===== src/rtl/cfg_boot_pkg.sv =====
package cfg_boot_pkg;

   typedef enum logic [3:0] {
      ST_POR     = 4'd0,
      ST_CLR     = 4'd1,
      ST_WAIT    = 4'd2,
      ST_LOAD    = 4'd3,
      ST_SU_DONE = 4'd4,
      ST_SU_IO   = 4'd5,
      ST_SU_RST  = 4'd6,
      ST_RUN     = 4'd7,
      ST_ERR     = 4'd8
   } boot_st_e;

endpackage


===== src/rtl/cfg_boot_sync.sv =====
module cfg_boot_sync #(
   parameter int STAGES  = 2,
   parameter bit RST_VAL = 1'b0
) (
   input  logic clk,
   input  logic rst_n,
   input  logic d,
   output logic q
);

   if (STAGES < 2) begin : g_bad_stages
      $error("cfg_boot_sync: STAGES must be at least 2");
   end

   logic [STAGES-1:0] sr;

   always_ff @(posedge clk or negedge rst_n) begin
      if (!rst_n) sr <= {STAGES{RST_VAL}};
      else        sr <= {sr[STAGES-2:0], d};
   end

   assign q = sr[STAGES-1];

endmodule


===== src/rtl/cfg_boot_pulse.sv =====
module cfg_boot_pulse #(
   parameter int MIN_CYC = 30
) (
   input  logic clk,
   input  logic rst_n,
   input  logic lvl_n,
   output logic qual
);

   localparam int CW = $clog2(MIN_CYC + 1);

   if (MIN_CYC < 1) begin : g_bad_min
      $error("cfg_boot_pulse: MIN_CYC must be positive");
   end

   logic [CW-1:0] low_cnt;

   always_ff @(posedge clk or negedge rst_n) begin
      if (!rst_n)                        low_cnt <= '0;
      else if (lvl_n)                    low_cnt <= '0;
      else if (low_cnt != CW'(MIN_CYC))  low_cnt <= low_cnt + 1'b1;
   end

   assign qual = (low_cnt == CW'(MIN_CYC));

endmodule


===== src/rtl/cfg_boot_seq.sv =====
module cfg_boot_seq
   import cfg_boot_pkg::*;
#(
   parameter int CLK_PERIOD_NS   = 10,
   parameter int PROG_MIN_NS     = 300,
   parameter int PROG_LAT_MAX_NS = 100000,
   parameter int POR_MAX_NS      = 2000000,
   parameter int POR_CYCLES      = 1000,
   parameter int CLEAR_CYCLES    = 512,
   parameter int MODE_W          = 3,
   parameter int DATA_W          = 32,
   parameter int SYNC_STAGES     = 2
) (
   input  logic              clk,
   input  logic              por_n,
   input  logic              prog_n,
   input  logic              init_pin,
   input  logic [MODE_W-1:0] mode_pin,
   input  logic [DATA_W-1:0] frm_data,
   input  logic              frm_valid,
   input  logic              frm_last,
   input  logic              crc_ok,
   output logic              init_pull,
   output logic              done,
   output logic              gts,
   output logic              gsr,
   output logic              gwe,
   output logic              frame_err,
   output logic [MODE_W-1:0] boot_mode,
   output logic              cfg_we,
   output logic [DATA_W-1:0] cfg_wdata
);

   localparam int PROG_MIN_CYC = (PROG_MIN_NS + CLK_PERIOD_NS - 1) / CLK_PERIOD_NS;
   localparam int LAT_MAX_CYC  = PROG_LAT_MAX_NS / CLK_PERIOD_NS;
   localparam int POR_MAX_CYC  = POR_MAX_NS / CLK_PERIOD_NS;
   localparam int PROG_LAT_CYC = SYNC_STAGES + PROG_MIN_CYC + 1;
   localparam int CNT_MAX      = (POR_CYCLES > CLEAR_CYCLES) ? POR_CYCLES : CLEAR_CYCLES;
   localparam int CNT_W        = $clog2(CNT_MAX + 1);

   if (CLK_PERIOD_NS < 1) begin : g_bad_clk
      $error("cfg_boot_seq: CLK_PERIOD_NS must be positive");
   end
   if (POR_CYCLES < 1 || POR_CYCLES > POR_MAX_CYC) begin : g_bad_por
      $error("cfg_boot_seq: POR_CYCLES outside the power-on limit");
   end
   if (CLEAR_CYCLES < SYNC_STAGES + 1) begin : g_bad_clear
      $error("cfg_boot_seq: CLEAR_CYCLES too short to flush INIT synchronizer");
   end
   if (PROG_LAT_CYC > LAT_MAX_CYC) begin : g_bad_lat
      $error("cfg_boot_seq: program latency exceeds its limit");
   end
   if (MODE_W < 1 || DATA_W < 1) begin : g_bad_width
      $error("cfg_boot_seq: widths must be positive");
   end

   logic prog_s, prog_hold, init_s, init_d, init_rise;

   cfg_boot_sync #(.STAGES(SYNC_STAGES), .RST_VAL(1'b1)) u_prog_sync (
      .clk(clk), .rst_n(por_n), .d(prog_n), .q(prog_s));

   cfg_boot_sync #(.STAGES(SYNC_STAGES), .RST_VAL(1'b0)) u_init_sync (
      .clk(clk), .rst_n(por_n), .d(init_pin), .q(init_s));

   cfg_boot_pulse #(.MIN_CYC(PROG_MIN_CYC)) u_prog_qual (
      .clk(clk), .rst_n(por_n), .lvl_n(prog_s), .qual(prog_hold));

   boot_st_e          st, st_nx;
   logic [CNT_W-1:0]  cnt, cnt_nx;
   logic              cap;

   assign init_rise = init_s & ~init_d;

   always_comb begin
      st_nx  = st;
      cnt_nx = cnt;
      cap    = 1'b0;
      if (prog_hold) begin
         st_nx  = ST_CLR;
         cnt_nx = '0;
      end else begin
         case (st)
            ST_POR: begin
               if (cnt == CNT_W'(POR_CYCLES - 1)) begin
                  st_nx  = ST_CLR;
                  cnt_nx = '0;
               end else begin
                  cnt_nx = cnt + 1'b1;
               end
            end
            ST_CLR: begin
               if (cnt != CNT_W'(CLEAR_CYCLES - 1)) cnt_nx = cnt + 1'b1;
               else if (prog_s)                     st_nx  = ST_WAIT;
            end
            ST_WAIT: begin
               if (init_rise) begin
                  st_nx = ST_LOAD;
                  cap   = 1'b1;
               end
            end
            ST_LOAD: begin
               if (frm_valid && frm_last) st_nx = crc_ok ? ST_SU_DONE : ST_ERR;
            end
            ST_SU_DONE: st_nx = ST_SU_IO;
            ST_SU_IO:   st_nx = ST_SU_RST;
            ST_SU_RST:  st_nx = ST_RUN;
            default:    st_nx = st;
         endcase
      end
   end

   always_ff @(posedge clk or negedge por_n) begin
      if (!por_n) begin
         st        <= ST_POR;
         cnt       <= '0;
         init_d    <= 1'b0;
         boot_mode <= '0;
      end else begin
         st     <= st_nx;
         cnt    <= cnt_nx;
         init_d <= init_s;
         if (cap) boot_mode <= mode_pin;
      end
   end

   assign init_pull = (st == ST_POR) || (st == ST_CLR) || (st == ST_ERR);
   assign done      = (st == ST_SU_DONE) || (st == ST_SU_IO) ||
                      (st == ST_SU_RST)  || (st == ST_RUN);
   assign gts       = !((st == ST_SU_IO) || (st == ST_SU_RST) || (st == ST_RUN));
   assign gsr       = !((st == ST_SU_RST) || (st == ST_RUN));
   assign gwe       = (st == ST_RUN);
   assign frame_err = (st == ST_ERR);
   assign cfg_we    = frm_valid && (st == ST_LOAD);
   assign cfg_wdata = frm_data;

endmodule


===== config.mk =====
export PLATFORM = sky130hd
export DESIGN_NAME = cfg_boot_seq
export DESIGN_NICKNAME = d
export VERILOG_FILES = /design/src/rtl/cfg_boot_pkg.sv /design/src/rtl/cfg_boot_sync.sv /design/src/rtl/cfg_boot_pulse.sv /design/src/rtl/cfg_boot_seq.sv
export SDC_FILE = /design/constraint.sdc
export NUM_CORES = 1
export LEC_CHECK = 0
export BUFFER_PORTS_ARGS = -buffer_cell sky130_fd_sc_hd__buf_2
export CAP_MARGIN = 10
export CORE_UTILIZATION = 49
export CTS_CLUSTER_DIAMETER = 50
export DETAILED_ROUTE_END_ITERATION = 6
export PLACE_DENSITY_LB_ADDON = 0.05
export REMOVE_ABC_BUFFERS = 1
export SETUP_SLACK_MARGIN = 0.4
export SYNTH_ARGS = -nofsm -noshare
export SYNTH_HDL_FRONTEND = slang
export SYNTH_SLANG_ARGS = --single-unit

===== constraint.sdc =====
create_clock -name clk -period 4.8 [get_ports clk]
set_clock_uncertainty 0.05 [all_clocks]
set_input_delay 0.96 -clock clk [delete_from_list [all_inputs] [get_ports clk]]
set_output_delay 0.96 -clock clk [all_outputs]
set_load 0.01 [all_outputs]

# Yosys cells after proc, flatten, opt, wreduce, memory -nomap -nowiden
# Cells that the tools add are included.
dict set report classes {
  n_addsub 2
  mul 0
  div 0
  magnitude_cmp 0
  n_eq_ne 18
  shifts 0
  mux 17
  n_bitwise 2
  n_reduce_logical 18
}
# cell count
set op_table {}
lappend op_table {{10-bit two-way mux} 3}
lappend op_table {{4-bit two-way mux} 7}
lappend op_table {{4-bit case mux with 7 select lines} 1}
lappend op_table {{10-bit case mux with 2 select lines} 1}
lappend op_table {{4-bit by 3-bit == test with 1-bit output, second input constant} 4}
lappend op_table {{3-bit != test, second input constant} 5}
lappend op_table {{10-bit by 1-bit adder with 10-bit output, second input constant} 1}
lappend op_table {{10-bit == test, second input constant} 1}
lappend op_table {{5-bit two-way mux} 2}
lappend op_table {{10-bit by 9-bit != test with 1-bit output, second input constant} 1}
lappend op_table {{4-bit by 2-bit == test with 1-bit output, second input constant} 2}
lappend op_table {{1-bit logical OR} 8}
lappend op_table {{8-bit nonzero test} 1}
lappend op_table {{6-bit AND reduction} 1}
lappend op_table {{5-bit by 1-bit adder with 5-bit output, second input constant} 1}
lappend op_table {{5-bit == test, second input constant} 1}
lappend op_table {{5-bit != test, second input constant} 1}
lappend op_table {{4-bit by 1-bit == test with 1-bit output, second input constant} 1}
lappend op_table {{4-bit == test, second input constant} 1}
lappend op_table {{4-bit zero test} 1}
lappend op_table {{1-bit two-way mux} 3}
lappend op_table {{3-bit by 2-bit != test with 1-bit output, second input constant} 1}
lappend op_table {{3-bit nonzero test} 1}
lappend op_table {{1-bit logical AND} 2}
lappend op_table {{5 further kinds} 6}
dict set report word_totals {
  reg_bits 27
  latchBits 0
  mem_bits_rw 0
  rom_bits 0
  in_bits 42
  output_inout_bits 42
  elab_cells 64
  mem_count 0
}

# Logic depth before layout (Yosys ltp)
dict set report logic_depth {
  word_depth 5
  depth_mapped 8
  depth_no_buf 7
}

# By module
# A second synthesis with hierarchy kept.
dict set report unflattened {
  cells_unflattened 176
  area_unflattened_um2 1767.9
}
# mod n_inst cells_per_inst area_each_um2 seq_area_each_um2
set modules_own_cells {}
lappend modules_own_cells {cfg_boot_seq 1 147 1377.6 450.4}
lappend modules_own_cells {cfg_boot_pulse 1 25 287.8 125.1}
lappend modules_own_cells {{cfg_boot_sync at u_prog_sync} 1 2 52.6 52.6}
lappend modules_own_cells {{cfg_boot_sync at u_init_sync} 1 2 50.0 50.0}

# Worst setup path after synthesis
# OpenSTA, ideal clock, no wires.
dict set report synth_path {
  path_kind {input-to-output}
  start {input frm_valid}
  end {output cfg_we}
  arrival_time_ps 1375
  required_ps 3790
  slack_ps 2415
  path_stages 1
  path_buffers 0
  path_cell_list {nor4b_1}
}
dict set report synth_via {
  elab_chain_len 1
}
# item line_no
set synth_lines {}
lappend synth_lines {{start, declared} cfg_boot_seq.sv:20} ;# input logic frm_valid,
lappend synth_lines {{1-bit logical AND} cfg_boot_seq.sv:133} ;# assign cfg_we = frm_valid && (st == ST_LOAD);
lappend synth_lines {{end, declared} cfg_boot_seq.sv:30} ;# output logic cfg_we,
# Every way passes these cells.

# Worst setup path after layout
dict set report layout_path {
  start {register st[1]}
  end {output cfg_we}
}
dict set report layout_via {
  elab_chain_len 2
}
# item line_no
set layout_lines {}
lappend layout_lines {{start, declared} cfg_boot_seq.sv:68} ;# boot_st_e st, st_nx;
lappend layout_lines {{start signal, assigned} cfg_boot_seq.sv:119} ;# st <= st_nx;
lappend layout_lines {{4-bit by 2-bit == test with 1-bit output} cfg_boot_seq.sv:133}
lappend layout_lines {{1-bit logical AND} cfg_boot_seq.sv:133}
# Every way passes these cells.

==> out/qor.txt <==
Final Hold Vio Count = 0
Synth top area cells = dfrtp_1 (37%), buf_4 (14%), a22o_1 (4.6%)
Vias in the first global route = 1136
Most numerous cell in the Yosys netlist = buf_4
# rows = 21
Setup Buffers After CTS = 0
Critical path class = reg -> out
#FFs+latches synth = 27
PortBufs = 19
Status = complete, no violations
Grt ovf = 0
Peak VDD IR = 0.236 mV
Highest-delay cell along the critical path = dfrtp_1
Post-route cell area = 1620 um^2
Seq/Total Area, Yosys = 39.8%
PD cells = 424 nW/um^2
Routability congestion estimate = 0.771
Chip Height = 61.0 um
Clk sink count = 27
Synth cell types = 43
Avg WL per Cell = 19.9 um
Post-CTS Resized = 0
Final setup vio count = 0
RSZ-0062 raised after global routing = no
Worst-Margin Slew = 0.616 ns
Post-synth EDFFs = 0
Fin crit share = 55.1%
Critical Path Start Type = flop
Crit path max-delay family = flip-flops
Max Slew Vio Count = 0
First-pass GRT wire length = 6.34 mm
Root buffer cell = clkbuf_4
CP Capture Type = primary output
Initial Util = 51.0%
Syn_area_per_cell = 9.68 um^2
Vias per cell = 6.04
Post-Syn Area = 1700 um^2
ANT cells = 0
Post-DP HPWL = 3.03 mm
Largest net degree at the start of global routing = 28
CP Max Fanout = 13
TritonCTS Buffers = 3
Synth cell count leaders = buf_4 (32), dfrtp_1 (25), nor2_1 (13)
DRC viols = 0
Design Power = 0.687 mW
Ports = 84
Post-synth top area share = 36.7%
Mapped Cells = 176
Max clock buf depth = 2
Main synth FF type = dfrtp_1
Drt pass-1 iters = 4
Clock slew seen by the registers of the worst setup and hold paths = 0.14 ns
Hold Crit Class = reg -> reg
CP Cell Sequence = nand2_1, nor4b_1, buf_2
Layout cells sized above 1 = 22.2%
WP buf/inv = 1
Worst endpoint required time = 3.79 ns
FILL cells = 344
Synth-to-layout area growth = -4.85%
Initial DRC Count = 79
Final core occ = 48.6%
Post-route insts no fill = 208
Max cap viols = 0
Synth warnings = 0
CTS Hold Buffers Added = 0
Total track usage = 24.3%
Die width = 61.0 um
Detail Route Antenna Nets = 0
Worst skew pair latency = 0.32 ns
Initial antenna violation count = 0
Fmax = 378 MHz
Core ar. = 3340 um^2
LEAKAGE = 0.687 nW
Tmin final = 2.65 ns
Crit-path max cell delay = 0.65 ns
Vias = 1256
CTS tree = done
Setup TNS = 0 ns
Placed Area = 1590 um^2
Rel. slew slack = 59.0%
Full die area = 3710 um^2
Final wirelength = 4.13 mm
WP data arrival = 1.64 ns
FFs w/ async S/R, synth = 100%
Cell taking the most area after synthesis = dfrtp_1
Number of H-tree levels = 1
Net count reported at finish = 208
Dpl cells = 204
==> report_power, final <==
group          leakage, nW  switching [mW]  internal (mW)
Combinational        0.334           0.122          0.119
Sequential           0.338          0.0741          0.276
Clock               0.0150          0.0636         0.0325
==> kinds of logic after synthesis <==
| family | count (synthesis) | share of synthesized area (%) |
|---|---|---|
| mux | 4 | 2.64 |
| simple gates | 67 | 24.5 |
| buf+inv | 41 | 16.2 |
| flops | 27 | 39.8 |
| fa+ha+maj | 3 | 2.20 |
| compound gates | 34 | 14.6 |
==> stage by stage <==
step / hold slack [ns] / worst slack (ns)
floorplan: 0.281 / 2.41
global placement: 0.285 / 2.38
detailed placement: 0.289 / 2.37
CTS: 0.317 / 2.16
global route: 0.320 / 2.04
finish: 0.316 / 2.15
==> per-layer routing <==
layer	vias to the layer above	track usage (%)	part of all wire, %
li1	577	-	-
met1	610	31.1	45
met2	63	31.9	40
met3	6	19.2	15
met4	0	3.25	0.73
met5	-	8.57	0
==> cells in the final DEF, fill, tap and decap left out, types with 2 or more instances in the layout <==
cell type and count:
a211oi_1 2, a21oi_1 3, a22o_1 9, a31oi_1 3, and2_1 2, and3_1 3, buf_2 19, clkbuf_4 3
dfrtp_1 25, dfstp_2 2, ha_1 3, inv_1 4, mux2_2 4, nand2_1 6, nand3_1 6, nand3b_1 3
nand4_1 3, nor2_1 13, nor2b_1 3, nor3_1 11, nor4_1 3, nor4b_1 2, o21ai_0 3, o21ai_1 9
==> state kept, by name, indices dropped and copies added (netlist names) <==
register and cells:
boot_mode 3, cnt 10, init_d 1, st 4, u_init_sync.sr 2, u_prog_qual.low_cnt 5
u_prog_sync.sr 2
==> cell type report <==
cell class              count  area, um^2  area share, %
repair buffers             19        95.1           5.87
multi-input cells         108         748           46.2
well taps                  46        57.6           3.55
inverters                   4        15.0          0.927
clock buffers               4        26.3           1.62
flip-flops and latches     27         678           41.9
==> worst paths after layout <==
path                                              from                            endpoint  slack (ns)  depth (start not counted)
max in group asynchronous                        por_n         u_init_sync.sr[0]$_DFF_PN0_        3.72                          1
min                        u_prog_sync.sr[0]$_DFF_PN1_         u_prog_sync.sr[1]$_DFF_PN1_        0.32                          0
min reg2reg                u_prog_sync.sr[0]$_DFF_PN1_         u_prog_sync.sr[1]$_DFF_PN1_        0.32                          0
min in group asynchronous                        por_n  u_prog_qual.low_cnt[0]$_DFFE_PN0P_        0.58                          1
max                                  st[1]$_DFFE_PN0P_                              cfg_we        2.15                          3
max reg2reg                         cnt[0]$_DFFE_PN0P_                  cnt[0]$_DFFE_PN0P_        2.77                          6
Power figures use the tool's default switching activity.
